<file path="config.mk">
export PLATFORM = sky130hd
export DESIGN_NAME = tsel_top
export DESIGN_NICKNAME = d
export VERILOG_FILES = /design/src/rtl/tsel_pkg.sv /design/src/rtl/tsel_rr_pick.sv /design/src/rtl/tsel_ptr_reg.sv /design/src/rtl/tsel_top.sv
export SDC_FILE = /design/constraint.sdc
export NUM_CORES = 1
export LEC_CHECK = 0
export BUFFER_PORTS_ARGS = -buffer_cell sky130_fd_sc_hd__clkbuf_2
export CAP_MARGIN = 20
export CORE_AREA = 2 2 73 75
export DETAILED_ROUTE_END_ITERATION = 10
export DIE_AREA = 0 0 75 77
export PLACE_DENSITY = 0.53
export SLEW_MARGIN = 20
export SYNTH_ARGS = -nofsm -noshare
export SYNTH_HDL_FRONTEND = slang
export SYNTH_HIERARCHICAL = 1
export SYNTH_SLANG_ARGS = --single-unit
</file>
<file path="constraint.sdc">
create_clock -name clk -period 7.9 [get_ports clk]
set_input_delay 0.395 -clock clk [delete_from_list [all_inputs] [get_ports clk]]
set_output_delay 0.395 -clock clk [all_outputs]
set_load 0.05 [all_outputs]
</file>
<file path="src/rtl/tsel_pkg.sv">
package tsel_pkg;
  typedef enum logic [1:0] {
    SEL_BLOCKED    = 2'd0,
    SEL_INTERLEAVE = 2'd1,
    SEL_DUAL       = 2'd2,
    SEL_OFF        = 2'd3
  } sel_mode_e;
endpackage

</file>
<file path="src/rtl/tsel_rr_pick.sv">
// Circular first-eligible search starting at a pointer.
module tsel_rr_pick #(
  parameter int N = 4,
  localparam int W = (N > 1) ? $clog2(N) : 1
) (
  input  logic [N-1:0] req,
  input  logic [W-1:0] start,
  output logic         found,
  output logic [W-1:0] idx
);
  logic [W-1:0] cand;

  always_comb begin
    found = 1'b0;
    idx   = start;
    cand  = '0;
    for (int k = 0; k < N; k++) begin
      cand = start + W'(k);
      if (!found && req[cand]) begin
        found = 1'b1;
        idx   = cand;
      end
    end
  end
endmodule

</file>
<file path="src/rtl/tsel_ptr_reg.sv">
// Pointer register with clear (policy change) and load (grant).
module tsel_ptr_reg #(
  parameter int W = 3
) (
  input  logic         clk,
  input  logic         rst_n,
  input  logic         clr,
  input  logic         load,
  input  logic [W-1:0] nxt,
  output logic [W-1:0] ptr
);
  always_ff @(posedge clk) begin
    if (!rst_n)    ptr <= '0;
    else if (clr)  ptr <= '0;
    else if (load) ptr <= nxt;
  end
endmodule

</file>
<file path="src/rtl/tsel_top.sv">
module tsel_top
  import tsel_pkg::*;
#(
  parameter int NUM_THREADS = 8,
  localparam int GRP = NUM_THREADS / 2,
  localparam int TW  = $clog2(NUM_THREADS),
  localparam int GW  = (GRP > 1) ? $clog2(GRP) : 1
) (
  input  logic                   clk,
  input  logic                   rst_n,
  input  logic                   sel_en,
  input  logic [1:0]             sel_mode,
  input  logic [NUM_THREADS-1:0] thr_ready,
  input  logic [NUM_THREADS-1:0] thr_stall,
  output logic                   pipe0_vld,
  output logic [TW-1:0]          pipe0_tid,
  output logic                   pipe1_vld,
  output logic [TW-1:0]          pipe1_tid
);
  sel_mode_e              mode_q;
  logic                   mode_chg;
  logic [NUM_THREADS-1:0] elig;

  assign elig     = thr_ready & ~thr_stall;
  assign mode_chg = (sel_mode_e'(sel_mode) != mode_q);

  always_ff @(posedge clk) begin
    if (!rst_n)        mode_q <= SEL_BLOCKED;
    else if (mode_chg) mode_q <= sel_mode_e'(sel_mode);
  end

  // Whole-core pointer: current thread (blocked) or next start (interleaved)
  logic          all_found;
  logic [TW-1:0] all_idx, all_ptr, all_nxt;
  logic          all_load;

  tsel_rr_pick #(.N(NUM_THREADS)) u_pick_all (
    .req(elig), .start(all_ptr), .found(all_found), .idx(all_idx)
  );

  assign all_nxt  = (mode_q == SEL_BLOCKED) ? all_idx : all_idx + TW'(1);
  assign all_load = sel_en && all_found &&
                    (mode_q == SEL_BLOCKED || mode_q == SEL_INTERLEAVE);

  tsel_ptr_reg #(.W(TW)) u_ptr_all (
    .clk(clk), .rst_n(rst_n), .clr(mode_chg), .load(all_load),
    .nxt(all_nxt), .ptr(all_ptr)
  );

  // Per-pipeline group pointers for dual-pipeline interleave
  logic          grp_found [2];
  logic [GW-1:0] grp_idx   [2];

  for (genvar gi = 0; gi < 2; gi++) begin : g_grp
    logic [GW-1:0] gptr;
    logic          gload;

    tsel_rr_pick #(.N(GRP)) u_pick (
      .req(elig[gi*GRP +: GRP]), .start(gptr),
      .found(grp_found[gi]), .idx(grp_idx[gi])
    );

    assign gload = sel_en && grp_found[gi] && (mode_q == SEL_DUAL);

    tsel_ptr_reg #(.W(GW)) u_ptr (
      .clk(clk), .rst_n(rst_n), .clr(mode_chg), .load(gload),
      .nxt(grp_idx[gi] + GW'(1)), .ptr(gptr)
    );
  end

  always_comb begin
    pipe0_vld = 1'b0;
    pipe0_tid = '0;
    pipe1_vld = 1'b0;
    pipe1_tid = TW'(GRP);
    unique case (mode_q)
      SEL_BLOCKED, SEL_INTERLEAVE: begin
        pipe0_vld = sel_en && all_found;
        pipe0_tid = all_idx;
      end
      SEL_DUAL: begin
        pipe0_vld = sel_en && grp_found[0];
        pipe0_tid = TW'(grp_idx[0]);
        pipe1_vld = sel_en && grp_found[1];
        pipe1_tid = TW'(GRP) + TW'(grp_idx[1]);
      end
      default: ;
    endcase
  end
endmodule

</file>
==> flow_summary.yaml, run 1 <==
sta:
  clock_skew_ns: 0.000880
  hold_slack_ns: 0.392
  max-slew-margin-rel_pct: 53.7
  min_period_ns: 4.90
  fin_crit_sh_pct: 62.1
  worst_pin_slew_ns: 0.693
  fin_ws_ns: 3.00
  clock.fmax_ghz: 0.204
  slew_viol_final: 0
  setup_viol: 0
  hold_violations: 0
  setup-tns-final_ns: 0
  rsz0062_at_grt: "false"
logic_synthesis:
  synth_area_leader_cell: "mux4_2"
  yosys_warnings: 6
  ys_ff_latch: 9
  synthDistinctLibCells: 50
  avgSynthCellArea_um2: 8.38
  mappedNetlistNets: 218
  synth-main-ff-cell: "dfxtp_1"
  synth_area_leaders: "mux4_2, dfxtp_1, mux2i_1, nor2b_1, nand2b_1"
  yosysTopAreaCellShare_pct: 16.6
  syn_area_mm2: 0.00163
  netlist_instances: 194
  synth_seq_area_share_pct: 11.1
  synth_async_sr_flop_share_pct: 0
  synth_edf_count: 0
pwr:
  power_frac_clock_pct: 23.1
  p_sw_share_pct: 41.1
  p_seq_share_pct: 21.7
  p_leak_uw: 0.000695
  power_frac_comb_pct: 55.3
  peakVddDrop_v: 0.000139
  switchingPower_uw: 95.9
  p_per_area_mw_per_mm2: 127
  intPower_uw: 137
  power_uw: 233
cells_and_area:
  diodes: 0
  layout_common_cells: "clkbuf_2, nor2_1, nor2b_1"
  final_common_cell: "clkbuf_2"
  postLayoutCellArea_mm2: 0.00184
  area_growth_pct: 13.2
  drive_gt1_share_pct: 25.5
  finalNetCount: 241
  fill_cells: 519
worst_setup_path:
  start_kind: "register"
  r2r_setup_slack_ns: 3.24
  cp_data_required_time_ns: 7.51
  cp-end-kind: "output pin"
  path_class: "register to output pin"
  cp_cell_sequence: "inv_1 -> ha_1 -> mux4_2 -> mux2_2 -> o32a_1 -> or3_4 -> a2bb2oi_1 -> a211oi_2 -> a22o_1 -> clkbuf_2"
  critPathMaxFanout: 14
  arrival_ns: 4.51
  cp_slowest_cell: "dfxtp_1"
  worstReg2RegStart: "u_ptr_all/ptr[1]"
  timing.rr.end: "u_ptr_all/ptr[1]"
  cpPeakStageDelay_ns: 0.67
  reg2regPathDepth: 12
route:
  drc: 0
  totalWireLength_mm: 3.95
  ant_nets: 0
  vias: 1545
  avgViaCountPerCell: 5.40
  dr.pass1.iters: 4
  drt_iter0_drc: 109
  routedWlPerCell_um: 13.8
cts:
  cts_hold_buf: 0
  cts_buffer_depth: 2
  post-cts-setup-buffer-count: 0
  cts_buffers: 3
  clockRootBuffer: "clkbuf_8"
  clk_pin_slew_worst_paths_ns: 0.04
  cts.repair.resized: 0
  clk_latency_ns: 0.23
  cts_tree: "done"
  cts_max_level: 1
  clkSinkCount: 9
floorplanning:
  dieArea_mm2: 0.00578
  boundaryPins: 29
  core_area_mm2: 0.00498
  placementRows: 26
  die_h_um: 77
  start_util_pct: 32.7
  die_w_um: 75
placement:
  port_buffers: 27
  dpl_cell_area_mm2: 0.00180
  dpl.hpwl_mm: 3.00
  gp_congestion: 0.820
  dp_slack_ns: 3.28
run:
  max_cap_viol_count: 0
grt:
  grt.total_usage_pct: 14.8
  grt_max_degree: 21
  grt_pass1_wl_mm: 6.97
  antenna_found_initial: 0
  grt_pass1_vias: 1512
  overflow: 0
outcome:
  outcome: "finished clean"
worst_hold_path:
  hold_class: "input port to register"
  holdCritStartpoint: "sel_mode[1]"
  hold_end: "mode_q[1]"
  whs_path_depth: 2
## worst max path at each step
stage                     start  cells after the start            to
6_report       u_ptr_all/ptr[1]                     10  pipe0_tid[1]
5_1_grt        u_ptr_all/ptr[1]                     10  pipe0_tid[1]
4_1_cts        u_ptr_all/ptr[1]                     10  pipe0_tid[1]
3_5_place_dp   u_ptr_all/ptr[1]                     10  pipe0_tid[1]
3_3_place_gp   u_ptr_all/ptr[0]                     10  pipe0_tid[1]
2_1_floorplan  u_ptr_all/ptr[1]                     11  pipe0_tid[2]
## metal layers
layer,wire [um],global-route usage (%),vias up
met4,58,4.29,0
met1,1750,20.2,730
met2,1960,24.3,41
met5,0,0,-
met3,180,1.71,6
li1,-,-,768
## registers in the layout (all words and copies together), names as in the netlist
name and count:
mode_q 2, u_ptr_all/ptr 3, g_grp.u_ptr/ptr 4
## power groups by stage
| stage | Sequential [uW] | Combinational (uW) | Clock [uW] |
|---|---|---|---|
| finish | 50.5 | 129 | 53.8 |
| global route | 50.9 | 142 | 57.8 |
| CTS | 50.6 | 129 | 55.6 |
| detailed placement | 51.4 | 127 | 0 |
| global placement | 51.4 | 129 | 0 |
| floorplan | 48.6 | 105 | 0 |
## cells by family (layout without fill, tap and decap cells)
group	Yosys count	after routing	share of synthesized area [%]
and+or+nand+nor	75	75	25.4
AOI/OAI and AO/OA	47	47	22.0
muxes	29	29	27.8
buffers and inverters	20	42	5.85
xor gates and xnor gates	10	10	5.38
DFF	9	9	11.1
adders and majority gates	3	3	2.31
other	1	1	0.231
## synth_stat cells, types with 4 or more instances
library cell / number
a21oi_1: 9
clkbuf_1: 4
dfxtp_1: 9
inv_1: 11
mux2_2: 5
mux2i_1: 11
mux4_2: 12
nand2_1: 12
nand2b_1: 12
nand3b_1: 4
nor2_1: 17
nor2b_1: 14
o21ai_0: 5
o32ai_1: 4
xnor2_1: 7
## cell type report
| class | instances | area (um2) | area share [%] |
|---|---|---|---|
| Multi-Input combinational cell | 165 | 1350 | 73.4 |
| Sequential cell | 9 | 180 | 9.79 |
| Timing Repair Buffer | 27 | 135 | 7.34 |
| Tap cell | 70 | 87.6 | 4.76 |
| Clock buffer | 4 | 45.0 | 2.45 |
| Inverter | 11 | 41.3 | 2.24 |
## critical path: cells and delay by family (launching register included)
family	cells	cell delay [ns]
compound gates	4	1.13
fa+ha+maj	1	0.67
simple gates	1	0.45
mux	2	0.86
buf+inv	2	0.50
flops	1	0.67
## through the flow
| stage | std cells | util (%) |
|---|---|---|
| after global routing | 286 | 37.0 |
| after detailed placement | 282 | 36.1 |
| final | 286 | 37.0 |
| after CTS | 286 | 37.0 |
| after global placement | 282 | 36.1 |
| after floorplan | 194 | - |
Power figures use the tool's default switching activity.
==> run 2: changes to the inputs <==
ABC_AREA = 1   (was not set)
CORE_AREA = 2 2 79 81   (was 2 2 73 75)
DIE_AREA = 0 0 81 83   (was 0 0 75 77)
PLACE_DENSITY = 0.54   (was 0.53)
clock period = 4.5 ns   (was 7.9 ns; I/O delays follow)
==> flow_summary.yaml, run 2 <==
cells_and_area:
  layout_common_cells: "nand2_1, inv_1, nand3_1, clkbuf_2, nor2_1"
  diodes: 0
  final_common_cell: "nand2_1"
  drive_gt1_share_pct: 19.2
  largest_register_ffs: 4
  largest-register: "g_grp.u_ptr/ptr"
  final_core_util_pct: 36.9
  reg.largest.list: "g_grp.u_ptr/ptr (4), u_ptr_all/ptr (3), mode_q (2)"
  postLayoutCellArea_mm2: 0.00215
  area_growth_pct: 11.9
  finalNetCount: 415
cts:
  post-cts-setup-buffer-count: 0
  cts_tree: "done"
  clk_pin_slew_worst_paths_ns: 0.04
  clk_latency_ns: 0.23
  cts_buffers: 3
  clkSinkCount: 9
  cts.repair.resized: 0
  cts_max_level: 1
  clockRootBuffer: "clkbuf_8"
  cts_hold_buf: 0
  cts_buffer_depth: 2
worst_hold_path:
  hold_class: "input port to register"
  whs_path_depth: 3
floorplanning:
  start_util_pct: 33.0
  die_h_um: 83
  core_area_mm2: 0.00582
  placementRows: 28
  die_w_um: 81
  boundaryPins: 29
  dieArea_mm2: 0.00672
grt:
  antenna_found_initial: 0
  grt_pass1_vias: 1987
  grt.total_usage_pct: 14.9
  grt_max_degree: 15
  overflow: 0
  grt_pass1_wl_mm: 8.35
sta:
  setup-tns-final_ns: 0
  clock.fmax_ghz: 0.288
  fin_crit_sh_pct: 77.2
  min_period_ns: 3.47
  slew_viol_final: 0
  max-slew-margin-rel_pct: 56.8
  worst_pin_slew_ns: 0.647
  clock_skew_ns: 0.000301
  setup_viol: 0
  rsz0062_at_grt: "false"
  hold_violations: 0
  fin_ws_ns: 1.03
logic_synthesis:
  synth_edf_count: 0
  synth_area_leaders: "nand2_1, nand3_1, dfxtp_1, inv_1, nand2_2"
  synth.area.mux_share_pct: 0
  synth_xor_area_share_pct: 6.64
  synthAdderAreaFrac_pct: 1.95
  mappedNetlistNets: 389
  synth_seq_area_share_pct: 9.38
  yosysMostFrequentCell: "nand2_1"
  synth_area_leader_cell: "nand2_1"
  synth_top_family_by_area: "simple AND/OR/NAND/NOR gates"
  netlist_instances: 365
  synthDistinctLibCells: 33
  ys_ff_latch: 9
  synth-main-ff-cell: "dfxtp_1"
  synth_async_sr_flop_share_pct: 0
  synth-simple-area-share_pct: 58.6
  synth_compound_area_share_pct: 9.84
  avgSynthCellArea_um2: 5.26
  yosys_warnings: 6
  synth_common_cells: "nand2_1, inv_1, nand3_1"
  syn_area_mm2: 0.00192
  yosysTopAreaCellShare_pct: 30.7
placement:
  port_buffers: 27
  gp_congestion: 0.954
  dp_slack_ns: 1.29
  dpl_cell_area_mm2: 0.00210
  dpl.hpwl_mm: 3.95
route:
  vias: 2212
  routedWlPerCell_um: 10.4
  totalWireLength_mm: 4.83
  avgViaCountPerCell: 4.76
  drt_iter0_drc: 149
  dr.pass1.iters: 4
  drc: 0
  ant_nets: 0
worst_setup_path:
  cpMostUsedCell: "inv_2"
  cp_cell_sequence: "inv_2 -> ha_1 -> inv_2 -> nand3_1 -> nand3_2 -> nand2_4 -> nor2_8 -> nand4_4 -> nor2_4 -> inv_2 -> o21ai_2 -> inv_2 -> nand2_1 -> nand2_1 -> nand2_1 -> inv_1 -> o21ai_0 -> clkbuf_2"
  critPathMaxFanout: 14
  arrival_ns: 3.25
  cp_data_required_time_ns: 4.28
  path_class: "register to output pin"
  start_kind: "register"
  reg2regPathDepth: 19
  cpPeakStageDelay_ns: 0.59
  r2r_setup_slack_ns: 1.31
  cp-end-kind: "output pin"
  cp_slowest_cell: "dfxtp_1"
run:
  max_cap_viol_count: 0
outcome:
  outcome: "finished clean"
pwr:
  peakVddDrop_v: 0.000164
  p_leak_uw: 0.00113
  p_per_area_mw_per_mm2: 220
-- run 2: cell types whose count changed after synthesis, sizes merged, moves of 6 or more --
cell and delta:
nand2b -12, nand2 +158, mux2 -6, inv +45
mux4 -12, o21ai +11, nor2b -15, mux2i -11
nand3 +51
-- run 2: worst paths after layout --
| check | from | end |
|---|---|---|
| setup / recovery | u_ptr_all/ptr[0] | pipe0_tid[1] |
| hold / removal | sel_mode[1] | mode_q[1] |
| setup reg to reg | u_ptr_all/ptr[0] | u_ptr_all/ptr[1] |
| hold reg to reg | g_grp[0].u_ptr/ptr[1] | g_grp[0].u_ptr/ptr[1] |
-- run 2: logic make-up after synthesis --
group | after synthesis
AO/OA/AOI/OAI | 31
buffers and inverters | 62
other | 1
adder cells (fa/ha/maj) | 3
XOR/XNOR | 12
AND/OR/NAND/NOR | 247
flip-flops | 9
-- run 2: final cells by class --
cell class / count / area (um2)
clock buffers: 4 / 45.0
multi-input cells: 294 / 1480
fillers: 679 / 3670
well taps: 75 / 93.8
flip-flops and latches: 9 / 180
repair buffers: 27 / 135
inverters: 56 / 210
-- run 2: routing by layer --
layer | vias up | share of wire [%] | GRT usage [%]
met2 | 50 | 49 | 24.9
li1 | 1184 | - | -
met1 | 968 | 48 | 20.3
met3 | 10 | 2.8 | 1.30
met5 | - | 0 | 0
met4 | 0 | 1.1 | 3.70
-- run 2: worst max-delay path: cells and delay by family (launching register included) --
| family | cells | cell delay, ns |
|---|---|---|
| AND/OR/NAND/NOR | 9 | 0.88 |
| AO/OA/AOI/OAI | 2 | 0.29 |
| flip-flops | 1 | 0.59 |
| adder cells (fa/ha/maj) | 1 | 0.43 |
| buffers and inverters | 6 | 0.81 |
-- run 2: power by group --
group          leakage [uW]  internal, uW  switching (uW)
Sequential        0.0000731          82.3            6.71
Combinational       0.00103          91.8             199
Clock             0.0000228          61.7            31.7
Total               0.00113           236             237
-- run 2: metrics by stage --
| stage | power (uW) | instances | hold slack (ns) |
|---|---|---|---|
| floorplan | 324 | 365 | 0.318 |
| global placement | 381 | 461 | 0.440 |
| detailed placement | 381 | 461 | 0.440 |
| CTS | 477 | 465 | 0.216 |
| global route | 519 | 465 | 0.226 |
| finish | 473 | 465 | 0.211 |
==> run 3: changes to the inputs <==
clock period = 3.1 ns   (was 4.5 ns; I/O delays follow)
==> flow_summary.yaml, run 3 (synthesized netlist as in run 2, its figures left out) <==
outcome:
  outcome: "finished clean"
cells_and_area:
  largest-register: "g_grp.u_ptr/ptr"
  area_growth_pct: 15.0
  finalNetCount: 418
  final_core_util_pct: 38.0
  final_common_cell: "nand2_1"
  postLayoutCellArea_mm2: 0.00221
  largest_register_ffs: 4
  drive_gt1_share_pct: 20.9
  multiInputGateArea_mm2: 0.00152
  reg.largest.list: "g_grp.u_ptr/ptr (4), u_ptr_all/ptr (3), mode_q (2)"
  layout_common_cells: "nand2_1, inv_1, nand3_1, clkbuf_2, nor2_1"
  seqCellArea_um2: 181
  fill_cells: 681
  diodes: 0
sta:
  fin_crit_sh_pct: 90.3
  setup_viol: 0
  hold_violations: 0
  slew_viol_final: 0
  clock_skew_ns: 0.00212
  rsz0062_at_grt: "false"
  fin_ws_ns: 0.300
  min_period_ns: 2.80
  max-slew-margin-rel_pct: 67.0
  clock.fmax_ghz: 0.357
  worst_pin_slew_ns: 0.489
  setup-tns-final_ns: 0
grt:
  antenna_found_initial: 0
  overflow: 0
  grt.total_usage_pct: 15.0
  grt_pass1_wl_mm: 8.35
  grt_max_degree: 14
  grt_pass1_vias: 1906
worst_setup_path:
  cpPeakStageDelay_ns: 0.31
  start_kind: "register"
  cp_data_required_time_ns: 2.94
  cp_top_family: "simple AND/OR/NAND/NOR gates"
  worst-path-buf-inv: 5
  path_class: "register to output pin"
  crit_start: "u_ptr_all/ptr[0]"
  cp_cell_sequence: "inv_2 -> ha_4 -> inv_2 -> nand3_1 -> nand3_2 -> nand2_4 -> nor2_8 -> nand4_4 -> nor2_4 -> nand2_2 -> o21ai_2 -> inv_2 -> nand2_1 -> nand2_1 -> nand2_1 -> inv_1 -> o21ai_1 -> buf_2"
  worstReg2RegStart: "u_ptr_all/ptr[0]"
  critPathMaxFanout: 10
  cp_slowest_cell: "dfxtp_1"
  arrival_ns: 2.65
  cp-end-kind: "output pin"
pwr:
  p_leak_uw: 0.00115
  p_per_area_mw_per_mm2: 315
  p_seq_share_pct: 18.1
  intPower_uw: 350
  p_sw_share_pct: 49.7
  peakVddDrop_v: 0.000353
  power_frac_comb_pct: 62.6
  switchingPower_uw: 346
  power_frac_clock_pct: 19.3
  power_uw: 695
worst_hold_path:
  hold_class: "input port to register"
  holdCritStartpoint: "sel_mode[0]"
cts:
  clk_pin_slew_worst_paths_ns: 0.05
  cts_max_level: 1
  post-cts-setup-buffer-count: 0
  clk_latency_ns: 0.23
  cts_buffer_depth: 2
  cts_tree: "done"
  clockRootBuffer: "clkbuf_8"
  clkSinkCount: 9
  cts_buffers: 3
placement:
  dp_slack_ns: 0.218
  dpl_cell_area_mm2: 0.00213
  port_buffers: 27
  gp_congestion: 0.877
  dpl.hpwl_mm: 3.99
floorplanning:
  start_util_pct: 33.0
  placementRows: 28
  die_h_um: 83
  boundaryPins: 29
  dieArea_mm2: 0.00672
  die_w_um: 81
  core_area_mm2: 0.00582
route:
  drc: 0
  routedWlPerCell_um: 10.6
  avgViaCountPerCell: 4.66
  totalWireLength_mm: 4.95
  ant_nets: 0
  vias: 2181
  dr.pass1.iters: 4
  drt_iter0_drc: 130
run:
  max_cap_viol_count: 0
-- run 3: changes by cell type in the layout (fill, tap and decap cells not counted) --
cell and delta:
dfxtp_1 -1, buf_4 +4, xnor2_1 -1, o21ai_1 +1, ha_1 -2, dfxtp_2 +1, xnor2_4 +1, clkbuf_2 -3
o21ai_0 -1, ha_4 +1, ha_2 +1, buf_2 +2
-- run 3: worst paths after layout --
path                                              end  slack [ns]  depth (start not counted)
worst min-delay path                        mode_q[0]        0.14                          3
worst max register to register       u_ptr_all/ptr[1]        0.44                         19
worst min register to register  g_grp[1].u_ptr/ptr[1]        0.56                          2
worst max-delay path                     pipe0_tid[1]        0.30                         18
-- run 3: layer usage --
metal / wire (um) / up-vias / GRT usage, %
li1: - / 1189 / -
met1: 2500 / 963 / 22.3
met2: 2310 / 27 / 24.0
met3: 122 / 2 / 0.978
met4: 25 / 0 / 2.31
met5: 0 / - / 0
-- run 3: cell type report --
cell class / instances / area share [%]
Multi-Input combinational cell: 294 / 68.7
Clock buffer: 4 / 2.04
Timing Repair Buffer: 30 / 7.25
Tap cell: 75 / 4.25
Inverter: 56 / 9.52
Sequential cell: 9 / 8.22
-- run 3: power groups by stage --
stage	registers, uW	logic (uW)	clock network (uW)
after detailed placement	128	429	0
after global routing	127	488	146
after floorplan	125	347	0
after global placement	128	429	0
final	126	435	134
after CTS	126	431	140
-- run 3: tightest hold or removal path: stages --
cell	delay, ns
clkbuf_2	0.10
nand2_1	0.05
inv_1	0.04
-- run 3: metrics by stage --
stage	hold slack, ns	instances
CTS	0.131	468
floorplan	0.248	365
global placement	0.365	464
global route	0.135	468
detailed placement	0.370	464
finish	0.135	468
-- run 3: timing repair --
action                                  CTS  global route
endpoints found under the setup margin    1             3
hold buffers                              0             0
resized for setup                         1            10
